--- config.mk ---
export PLATFORM = sky130hd
export DESIGN_NAME = pll_lock_monitor
export DESIGN_NICKNAME = d
export VERILOG_FILES = /design/src/rtl/pll_lock_pkg.sv /design/src/rtl/edge_sync.sv /design/src/rtl/phase_window.sv /design/src/rtl/lock_run.sv /design/src/rtl/pll_lock_monitor.sv
export SDC_FILE = /design/constraint.sdc
export NUM_CORES = 1
export LEC_CHECK = 0
export BUFFER_PORTS_ARGS = -buffer_cell sky130_fd_sc_hd__buf_2
export CORE_MARGIN = 2
export CORE_UTILIZATION = 50
export CTS_BUF_LIST = sky130_fd_sc_hd__clkbuf_4 sky130_fd_sc_hd__clkbuf_8
export DETAILED_ROUTE_END_ITERATION = 8
export GPL_TIMING_DRIVEN = 0
export PLACE_DENSITY = 0.7
export SYNTH_ARGS = -nofsm -noshare
export SYNTH_HDL_FRONTEND = slang
export SYNTH_SLANG_ARGS = --single-unit
--- constraint.sdc ---
create_clock -name clk -period 4.41 [get_ports clk]
set_input_delay 0.6615 -clock clk [delete_from_list [all_inputs] [get_ports clk]]
set_output_delay 0.6615 -clock clk [all_outputs]
set_load 0.02 [all_outputs]
--- src/rtl/pll_lock_pkg.sv ---
package pll_lock_pkg;
  typedef struct packed {
    logic valid;
    logic good;
  } verdict_t;

  localparam int unsigned RUN_SHORT = 3;
  localparam int unsigned RUN_LONG  = 5;
endpackage

--- src/rtl/edge_sync.sv ---
module edge_sync #(
  parameter int unsigned STAGES = 2
) (
  input  logic clk,
  input  logic rst,
  input  logic din,
  output logic rise
);
  logic [STAGES-1:0] chain;
  logic              last;

  always_ff @(posedge clk) begin
    if (rst) begin
      chain <= '0;
      last  <= 1'b0;
    end else begin
      chain <= {chain[STAGES-2:0], din};
      last  <= chain[STAGES-1];
    end
  end

  assign rise = chain[STAGES-1] & ~last;
endmodule

--- src/rtl/phase_window.sv ---
module phase_window
  import pll_lock_pkg::*;
#(
  parameter int unsigned WIN = 3
) (
  input  logic     clk,
  input  logic     rst,
  input  logic     ref_rise,
  input  logic     fb_rise,
  output verdict_t verdict
);
  localparam int unsigned CW = $clog2(WIN + 1);

  logic [CW-1:0] since_fb;
  logic [CW-1:0] since_ref;
  logic          open_q;
  verdict_t      v_q;

  always_ff @(posedge clk) begin
    if (rst) begin
      since_fb  <= CW'(WIN);
      since_ref <= '0;
      open_q    <= 1'b0;
      v_q       <= '0;
    end else begin
      v_q <= '0;
      // distance counter from the last feedback edge, saturating at WIN
      if (fb_rise)
        since_fb <= CW'(1);
      else if (since_fb < CW'(WIN))
        since_fb <= since_fb + CW'(1);

      if (ref_rise && !open_q) begin
        if (fb_rise || (since_fb < CW'(WIN))) begin
          v_q <= '{valid: 1'b1, good: 1'b1};
        end else begin
          open_q    <= 1'b1;
          since_ref <= CW'(1);
        end
      end else if (open_q) begin
        if (since_ref == CW'(WIN)) begin
          v_q    <= '{valid: 1'b1, good: 1'b0};
          open_q <= 1'b0;
        end else if (fb_rise) begin
          v_q    <= '{valid: 1'b1, good: 1'b1};
          open_q <= 1'b0;
        end else begin
          since_ref <= since_ref + CW'(1);
        end
      end
    end
  end

  assign verdict = v_q;

  assert_timeout_bad_R4: assert property (@(posedge clk) disable iff (rst)
    (open_q && since_ref == CW'(WIN)) |=> (verdict.valid && !verdict.good));

  assert_same_edge_good_R1: assert property (@(posedge clk) disable iff (rst)
    (ref_rise && fb_rise && !open_q) |=> (verdict.valid && verdict.good));
endmodule

--- src/rtl/lock_run.sv ---
module lock_run
  import pll_lock_pkg::*;
(
  input  logic     clk,
  input  logic     rst,
  input  verdict_t verdict,
  input  logic     precise,
  output logic     lock
);
  localparam int unsigned RW = $clog2(RUN_LONG + 1);

  logic [RW-1:0] run_q, run_nx, need;
  logic          lock_q, lock_nx;

  assign need = precise ? RW'(RUN_LONG) : RW'(RUN_SHORT);

  always_comb begin
    run_nx  = run_q;
    lock_nx = lock_q;
    if (verdict.valid) begin
      if (verdict.good) begin
        run_nx  = (run_q == RW'(RUN_LONG)) ? run_q : run_q + RW'(1);
        lock_nx = lock_q | (run_nx >= need);
      end else begin
        run_nx  = '0;
        lock_nx = 1'b0;
      end
    end
  end

  always_ff @(posedge clk) begin
    if (rst) begin
      run_q  <= '0;
      lock_q <= 1'b0;
    end else begin
      run_q  <= run_nx;
      lock_q <= lock_nx;
    end
  end

  assign lock = lock_q;

  assert_bad_drops_R3: assert property (@(posedge clk) disable iff (rst)
    (verdict.valid && !verdict.good) |=> !lock_q);

  assert_rise_on_good_R2: assert property (@(posedge clk) disable iff (rst)
    $rose(lock_q) |-> $past(verdict.valid && verdict.good));

  assert_rise_count_R2: assert property (@(posedge clk) disable iff (rst)
    $rose(lock_q) |-> ($past(run_q) >= ($past(precise) ? RW'(RUN_LONG - 1) : RW'(RUN_SHORT - 1))));

  assert_hold_R7: assert property (@(posedge clk) disable iff (rst)
    (lock_q && !(verdict.valid && !verdict.good)) |=> lock_q);
endmodule

--- src/rtl/pll_lock_monitor.sv ---
module pll_lock_monitor
  import pll_lock_pkg::*;
#(
  parameter int unsigned WIN_CLKS    = 3,
  parameter int unsigned SYNC_STAGES = 2
) (
  input  logic clk,
  input  logic rst,
  input  logic ref_pulse,
  input  logic fb_pulse,
  input  logic precise,
  input  logic mute_en,
  input  logic rf_req,
  output logic lock_o,
  output logic rf_en_o
);
  localparam int unsigned NIN = 2;

  logic [NIN-1:0] raw_in;
  logic [NIN-1:0] rise_in;
  verdict_t       verdict;
  logic           lock_w;

  assign raw_in = {fb_pulse, ref_pulse};

  for (genvar g = 0; g < NIN; g++) begin : g_sync
    edge_sync #(.STAGES(SYNC_STAGES)) u_sync (
      .clk  (clk),
      .rst  (rst),
      .din  (raw_in[g]),
      .rise (rise_in[g])
    );
  end

  phase_window #(.WIN(WIN_CLKS)) u_win (
    .clk      (clk),
    .rst      (rst),
    .ref_rise (rise_in[0]),
    .fb_rise  (rise_in[1]),
    .verdict  (verdict)
  );

  lock_run u_run (
    .clk     (clk),
    .rst     (rst),
    .verdict (verdict),
    .precise (precise),
    .lock    (lock_w)
  );

  assign lock_o  = lock_w;
  assign rf_en_o = rf_req & (~mute_en | lock_w);

  assert_mute_gate_R6: assert property (@(posedge clk) disable iff (rst)
    (mute_en && !lock_o) |-> !rf_en_o);
endmodule

Yosys cells after proc, flatten, opt, wreduce, memory -nomap -nowiden
Index checks and enable logic that the tools add are counted.
{ "classes": {"add_sub_neg": 3, "order_cmp": 2, "eq_ne": 5, "mux": 21, "n_bitwise": 8, "reduce_logical": 7} }
{ "ops": {"columns": ["cell", "n"], "rows": [
  ["$mux W2", 12],
  ["$mux W3", 3],
  ["$mux W1", 6],
  ["$add A2 B1 Y2 const B", 2],
  ["$ne A2 B2 Y1 const B", 2],
  ["$reduce_and A4 Y1", 1],
  ["$reduce_bool A2 Y1", 2],
  ["$add A3 B1 Y3 const B", 1],
  ["$and A1 B1 Y1", 3],
  ["$eq A3 B3 Y1 const B", 1],
  ["$ge A3 B3 Y1", 1],
  ["$not A1 Y1", 3],
  ["$eq A2 B2 Y1 const B", 1],
  ["$lt A2 B2 Y1 const B", 1],
  ["$ne A2 B1 Y1 const B", 1],
  ["$or A1 B1 Y1", 2],
  ["$reduce_or A2 Y1", 1],
  ["$logic_and A1 B1 Y1", 1],
  ["$logic_not A1 Y1", 1],
  ["$logic_or A1 B1 Y1", 1]
]} }
{ "totals": {"reg_bits": 17, "inputBits": 7, "output_inout_bits": 2, "word_cells": 58} }

Logic depth before layout (Yosys ltp)
Gate-level depths: netlist of run 1.
{ "depth": {"depth_word": 6, "depth_mapped": 8} }

Hierarchy
From an unflattened synthesis of run 1, not the netlist that was laid out.
{ "hier_totals": {"cells_unflattened": 81, "area_unflattened_um2": 784.5} }
{ "by_module_without_submodules": {"columns": ["mod", "instances", "cells_per_inst", "area_per_inst_um2"], "rows": [
  ["phase_window", 1, 29, 302.8],
  ["lock_run", 1, 36, 295.3],
  ["edge_sync", 2, 7, 87.6],
  ["pll_lock_monitor", 1, 2, 11.3]
]} }

Worst setup path after synthesis of run 1
Ideal clock, no wire load.
{ "synth_timing": {"path_type": "in2out", "from": "input rf_req", "to": "output rf_en_o", "arrival_ns": 1.171, "setup_slack_ns": 2.578, "path_stages": 1, "path_buffers": 0, "cell_sequence": "a21boi_0"} }
{ "synth_via": {"elab_chain_len": 1} }
{ "synth_rtl": {"columns": ["item", "line_no", "rtl"], "rows": [
  ["start: declaration", "pll_lock_monitor.sv:13", "input logic rf_req,"],
  ["$and A1 B1 Y1", "pll_lock_monitor.sv:52", "assign rf_en_o = rf_req & (~mute_en | lock_w);"],
  ["end: declaration", "pll_lock_monitor.sv:15", "output logic rf_en_o"]
]} }
Every way passes these cells.

Final worst setup path of run 1
{ "layout_timing": {"from": "input mute_en", "to": "output rf_en_o"} }
{ "layout_via": {"elab_chain_len": 3} }
{ "layout_rtl": {"columns": ["item", "line_no", "rtl"], "rows": [
  ["start: declaration", "pll_lock_monitor.sv:12", "input logic mute_en,"],
  ["$not A1 Y1", "pll_lock_monitor.sv:52", null],
  ["$or A1 B1 Y1", "pll_lock_monitor.sv:52", null],
  ["$and A1 B1 Y1", "pll_lock_monitor.sv:52", null]
]} }
Every way passes these cells.

==> results.yml, run 1 <==
floorplanning:
  die_y_um: 43.07
  dieWidth_um: 43.07
  dieArea_sq_um: 1855
  start_util_pct: 51.87
  ios: 9
  core-area_sq_um: 1471
  rows: 14
yosys:
  netlist_instances: 77
  synthArstFlopShare_pct: 0
  synth_area_sq_um: 763.2
  ys_ff_latch: 17
  synth_compound_area_share_pct: 15.90
  synth_xor_area_share_pct: 2.295
  yosys.cell_types.count: 27
  synthTopCellsByCount: "17 x dfxtp_1, 8 x nor2b_1, 7 x a21oi_1, 6 x ha_1, 6 x inv_1"
  yosysWarningCount: 0
  ys_top_cells_by_area: "dfxtp_1 45%, ha_1 9.8%, nor2b_1 6.6%, a21oi_1 4.6%, inv_1 3.0%"
  synth_top_family_by_area: "simple AND/OR/NAND/NOR gates"
  synth.top_cell.area_share_pct: 44.59
  ys_seq_area_share_pct: 44.59
  synth_simple_gate_area_share_pct: 22.46
  yosysTopAreaCell: "dfxtp_1"
  synth_fa_ha_area_share_pct: 9.836
  synth_flop_cell: "dfxtp_1"
  yosys.cell_count.top_type: "dfxtp_1"
  syn_nets: 90
  syn_area_per_cell_sq_um: 9.912
  synth-edff-count: 0
  synthMuxAreaShare_pct: 1.311
clock_network:
  cts_buffers: 3
  cts_buffer_depth: 2
  cts_resized: 0
  ctsRootBufferMaster: "clkbuf_4"
  cts-htree-levels: 1
  clock_latency_ns: 0.27
  postCtsSetupBuffers: 0
  cts.sinks: 17
  path_clk_slew_ns: 0.09
  cts_hold_buffers: 0
  cts_tree: "done"
routing:
  finalWirelength_mm: 1.125
  vias: 534
  postRouteAntennaNets: 0
  vias_per_cell: 5.086
  wl_per_cell_um: 10.71
  wl_met3_um: 26
  drt_iter0_markers: 16
  top_layer: "met3"
  wl_met2_um: 537
  detail_route.first_pass.iterations: 4
  met1Wirelength_um: 562
  remaining_drc_errors: 0
sta:
  timing.final.crit_share_pct: 39.40
  setup_slack_ns: 2.672
  finClkSkew_ns: 0.001880
  timing.final.crit_period_ns: 1.738
  finalHoldViolations: 0
  slew_headroom_pct: 83.22
  fmax_ghz: 0.5755
  tightest_slew_ns: 0.2491
  fin_setup_tns_ns: 0
  grt_setup_unrepaired: "false"
  setup_viol_count_final: 0
  whs_ns: 0.4462
  drv_slew: 0
placed_design:
  place_ws_ns: 2.664
  io_buffer_count: 8
  globalplace.congestion: 0.7836
  hpwl_um: 880
finish:
  area_delta_synth_final_pct: 11.80
  n_fill_cell: 143
  nets: 103
  antennaDiodeCount: 0
  drive_gt1_share_pct: 21.35
  seqCellArea_sq_um: 340.3
  multi_input_area_sq_um: 395.4
grt:
  grt_pass1_wl_mm: 1.980
  antenna_found_initial: 0
  grt_max_degree: 11
  grt_usage_pct: 14.39
  grt_pass1_vias: 494
  grt-ovfl-total: 0
worst_setup_path:
  crit_required_ns: 3.75
  startpoint_type: "input pin"
  reg2reg_depth: 7
  r2r-start: "u_run.run_q[0]"
  cp_data_arrival_time_ns: 1.08
  r2r-end: "u_run.lock"
  cp_max_fo: 1
  endpoint_kind: "output port"
  ff2ff_setup_slack_ns: 2.82
  worstSetupPathType: "input pin to output port"
job:
  cap_violations: 0
pwr:
  switching_power_w: 0.00007387
  p_clk_share_pct: 27.5
  power_density_nw_per_um2: 358.5
  peakVddDrop_mv: 0.2302
  internal_power_w: 0.0002320
  p_leak_nw: 0.3614
  power.share.combinational_pct: 15.9
  sw_frac_of_total_pct: 24.15
  sequentialPowerShare_pct: 56.6
status:
  status: "finished, final reports clean"
min_path:
  hold_path.class: "register to register"
  holdCritStartpoint: "g_sync[0].u_sync.chain[0]"
  whs_endpoint: "g_sync[0].u_sync.chain[1]"
  hold_depth: 1
## area by class of cell
class,count,area share (%)
repair buffers,8,4.692
flip-flops and latches,17,39.88
multi-input cells,53,46.33
well taps,16,2.346
plain buffers,1,0.5865
inverters,6,2.639
clock buffers,4,3.519
## worst max path at each step
stage / from / to / slack, ns
5_1_grt: mute_en / rf_en_o / 2.64
4_1_cts: mute_en / rf_en_o / 2.66
3_3_place_gp: mute_en / rf_en_o / 2.68
6_report: mute_en / rf_en_o / 2.67
3_5_place_dp: mute_en / rf_en_o / 2.66
2_1_floorplan: rf_req / rf_en_o / 2.58
## sequential cells by signal, summed over array words and instances, names as in the netlist
register / flops
u_win.since_ref: 2
u_win.since_fb: 2
u_run.lock: 1
u_win.open_q: 1
u_win.verdict: 2
u_run.run_q: 3
g_sync.u_sync.last: 2
g_sync.u_sync.chain: 4
## metal layers
| metal | vias up | GRT usage (%) |
|---|---|---|
| li1 | 290 | - |
| met1 | 239 | 17.69 |
| met2 | 5 | 23.94 |
| met3 | 0 | 3.830 |
| met4 | 0 | 5.455 |
| met5 | - | 0 |
## cells by family (layout without fill, tap and decap cells)
family / count (synthesis) / after routing
buf+inv: 7 / 19
mux: 1 / 1
simple gates: 26 / 26
flops: 17 / 17
fa+ha+maj: 6 / 6
compound gates: 18 / 18
xor+xnor: 2 / 2
## placed cells by master, fill, tap and decap left out, types with 2 or more instances in the layout
cell       n
nand2_1    3
inv_1      6
nor2_1     4
nand3_1    2
ha_1       6
o21ai_2    2
nand3b_1   2
o21ai_0    4
nor2b_1    8
buf_2      9
dfxtp_1   17
clkbuf_4   4
a21oi_1    7
## power by group through the flow
stage,clock network [W],logic [W],registers [W]
after floorplan,0,0.0000400,0.000175
after global placement,0,0.0000471,0.000176
after detailed placement,0,0.0000497,0.000176
after CTS,0.0000868,0.0000496,0.000173
after global routing,0.0000963,0.0000557,0.000174
final,0.0000842,0.0000487,0.000173
## critical path, stage by stage
cell and delay (ns):
buf_2 0.09, a21boi_0 0.14, buf_2 0.18
## metrics by stage
stage / total power [W] / cell area (sq um) / util (%) / std cells
final: 0.0003059 / 853.3 / 57.99 / 105
after detailed placement: 0.0002259 / 823.3 / 55.95 / 101
after global routing: 0.0003265 / 853.3 / 57.99 / 105
after floorplan: 0.0002147 / 763.2 / - / 77
after CTS: 0.0003093 / 853.3 / 57.99 / 105
after global placement: 0.0002228 / 823.3 / 55.95 / 101
(Power assumes the default switching activity.)
==> inputs of run 2 (changes only) <==
==> constraint.sdc (replaced) <==
create_clock -name clk -period 1.7 [get_ports clk]
set_input_delay 0.255 -clock clk [delete_from_list [all_inputs] [get_ports clk]]
set_output_delay 0.255 -clock clk [all_outputs]
set_load 0.02 [all_outputs]
==> results.yml, run 2 (synthesis results as in run 1) <==
status:
  status: "finished, final reports clean"
clock_network:
  cts_buffers: 3
  path_clk_slew_ns: 0.09
  postCtsSetupBuffers: 0
  cts_buffer_depth: 2
  cts-htree-levels: 1
  cts.sinks: 17
  clock_latency_ns: 0.27
  ctsRootBufferMaster: "clkbuf_4"
  cts_resized: 0
  cts_tree: "done"
  cts_hold_buffers: 0
routing:
  detail_route.first_pass.iterations: 4
  finalWirelength_mm: 1.145
  vias_per_cell: 5.105
  drt_iter0_markers: 16
  postRouteAntennaNets: 0
  wl_per_cell_um: 10.90
  remaining_drc_errors: 0
  vias: 536
grt:
  grt_pass1_vias: 494
  antenna_found_initial: 0
  grt_max_degree: 11
  grt_usage_pct: 14.39
  grt-ovfl-total: 0
  grt_pass1_wl_mm: 1.980
floorplanning:
  ios: 9
  core-area_sq_um: 1471
  rows: 14
  dieArea_sq_um: 1855
  die_y_um: 43.07
  start_util_pct: 51.87
  dieWidth_um: 43.07
sta:
  timing.final.crit_share_pct: 91.35
  slew_headroom_pct: 83.21
  timing.final.crit_period_ns: 1.553
  fin_setup_tns_ns: 0
  drv_slew: 0
  tightest_slew_ns: 0.2493
  whs_ns: 0.1822
  setup_viol_count_final: 0
  grt_setup_unrepaired: "false"
  fmax_ghz: 0.6439
  finalHoldViolations: 0
  finClkSkew_ns: 0.002143
worst_setup_path:
  startpoint_type: "register"
  reg2reg_depth: 7
  r2r-end: "u_run.lock"
  cp_max_fo: 5
  crit_required_ns: 1.90
  ff2ff_setup_slack_ns: 0.15
  worstSetupPathType: "register to register"
  r2r-start: "u_run.run_q[0]"
  cp_data_arrival_time_ns: 1.75
  endpoint_kind: "register"
min_path:
  hold_depth: 2
  hold_path.class: "input pin to register"
  holdCritStartpoint: "fb_pulse"
  whs_endpoint: "g_sync[1].u_sync.chain[0]"
finish:
  layout_common_cells: "16 x dfxtp_1, 9 x buf_2, 8 x nor2b_1"
  largest_register: "g_sync.u_sync.chain"
  antennaDiodeCount: 0
  n_fill_cell: 143
  largest_register_ffs: 4
  seqCellArea_sq_um: 341.6
  reg_top3: "g_sync.u_sync.chain x4, u_run.run_q x3"
  area_delta_synth_final_pct: 12.46
  nets: 103
  multi_input_area_sq_um: 399.1
  layout_commonest_cell: "dfxtp_1"
  drive_gt1_share_pct: 23.60
placed_design:
  globalplace.congestion: 0.7836
  io_buffer_count: 8
  hpwl_um: 880
pwr:
  p_leak_nw: 0.3613
  peakVddDrop_mv: 0.5962
  power_density_nw_per_um2: 924.3
job:
  cap_violations: 0
## run 2: how the worst max path moves through the flow
| stage | end | start | cells after the start | slack, ns |
|---|---|---|---|---|
| floorplan | u_run.lock | u_run.run_q[0] | 7 | 0.27 |
| global placement | u_run.lock | u_run.run_q[0] | 7 | 0.16 |
| finish | u_run.lock | u_run.run_q[0] | 7 | 0.15 |
| CTS | u_run.lock | u_run.run_q[0] | 7 | 0.09 |
| detailed placement | u_run.lock | u_run.run_q[0] | 7 | 0.13 |
| global route | u_run.lock | u_run.run_q[0] | 7 | 0.02 |
## run 2: power by group
part	total (W)	switching, W	leakage (nW)	internal, W
registers	0.000449	0.0000205	0.139	0.000428
clock network	0.000218	0.000111	0.0184	0.000107
logic	0.000126	0.0000596	0.204	0.0000669
## run 2: cell type report
type / count / share of cell area (%)
clock buffers: 4 / 3.499
repair buffers: 8 / 4.665
well taps: 16 / 2.332
multi-input cells: 53 / 46.50
plain buffers: 1 / 0.5831
flip-flops and latches: 17 / 39.80
inverters: 6 / 2.624
## run 2: critical path: stages, from the launching register on
cell	delay, ns
dfxtp_1	0.36
ha_1	0.22
nor2b_1	0.14
a21oi_2	0.16
ha_1	0.17
nand2_1	0.06
a221o_1	0.29
o21ai_0	0.08
## run 2: metrics by stage
stage	area [sq um]	total power, W	util (%)	setup WS [ns]	std cells
global placement	823.3	0.0005779	55.95	0.1618	101
finish	858.3	0.0007934	58.33	0.1470	105
floorplan	763.2	0.0005570	-	0.2743	77
global route	858.3	0.0008469	58.33	0.02067	105
CTS	853.3	0.0008025	57.99	0.09380	105
detailed placement	823.3	0.0005861	55.95	0.1269	101
## run 2: routing by layer
metal / share of wire, % / up-vias / global-route usage (%)
met5: 0 / - / 0
met4: 0 / 0 / 5.455
met3: 2.7 / 0 / 3.830
met2: 47 / 7 / 23.94
met1: 50 / 239 / 17.69
li1: - / 290 / -
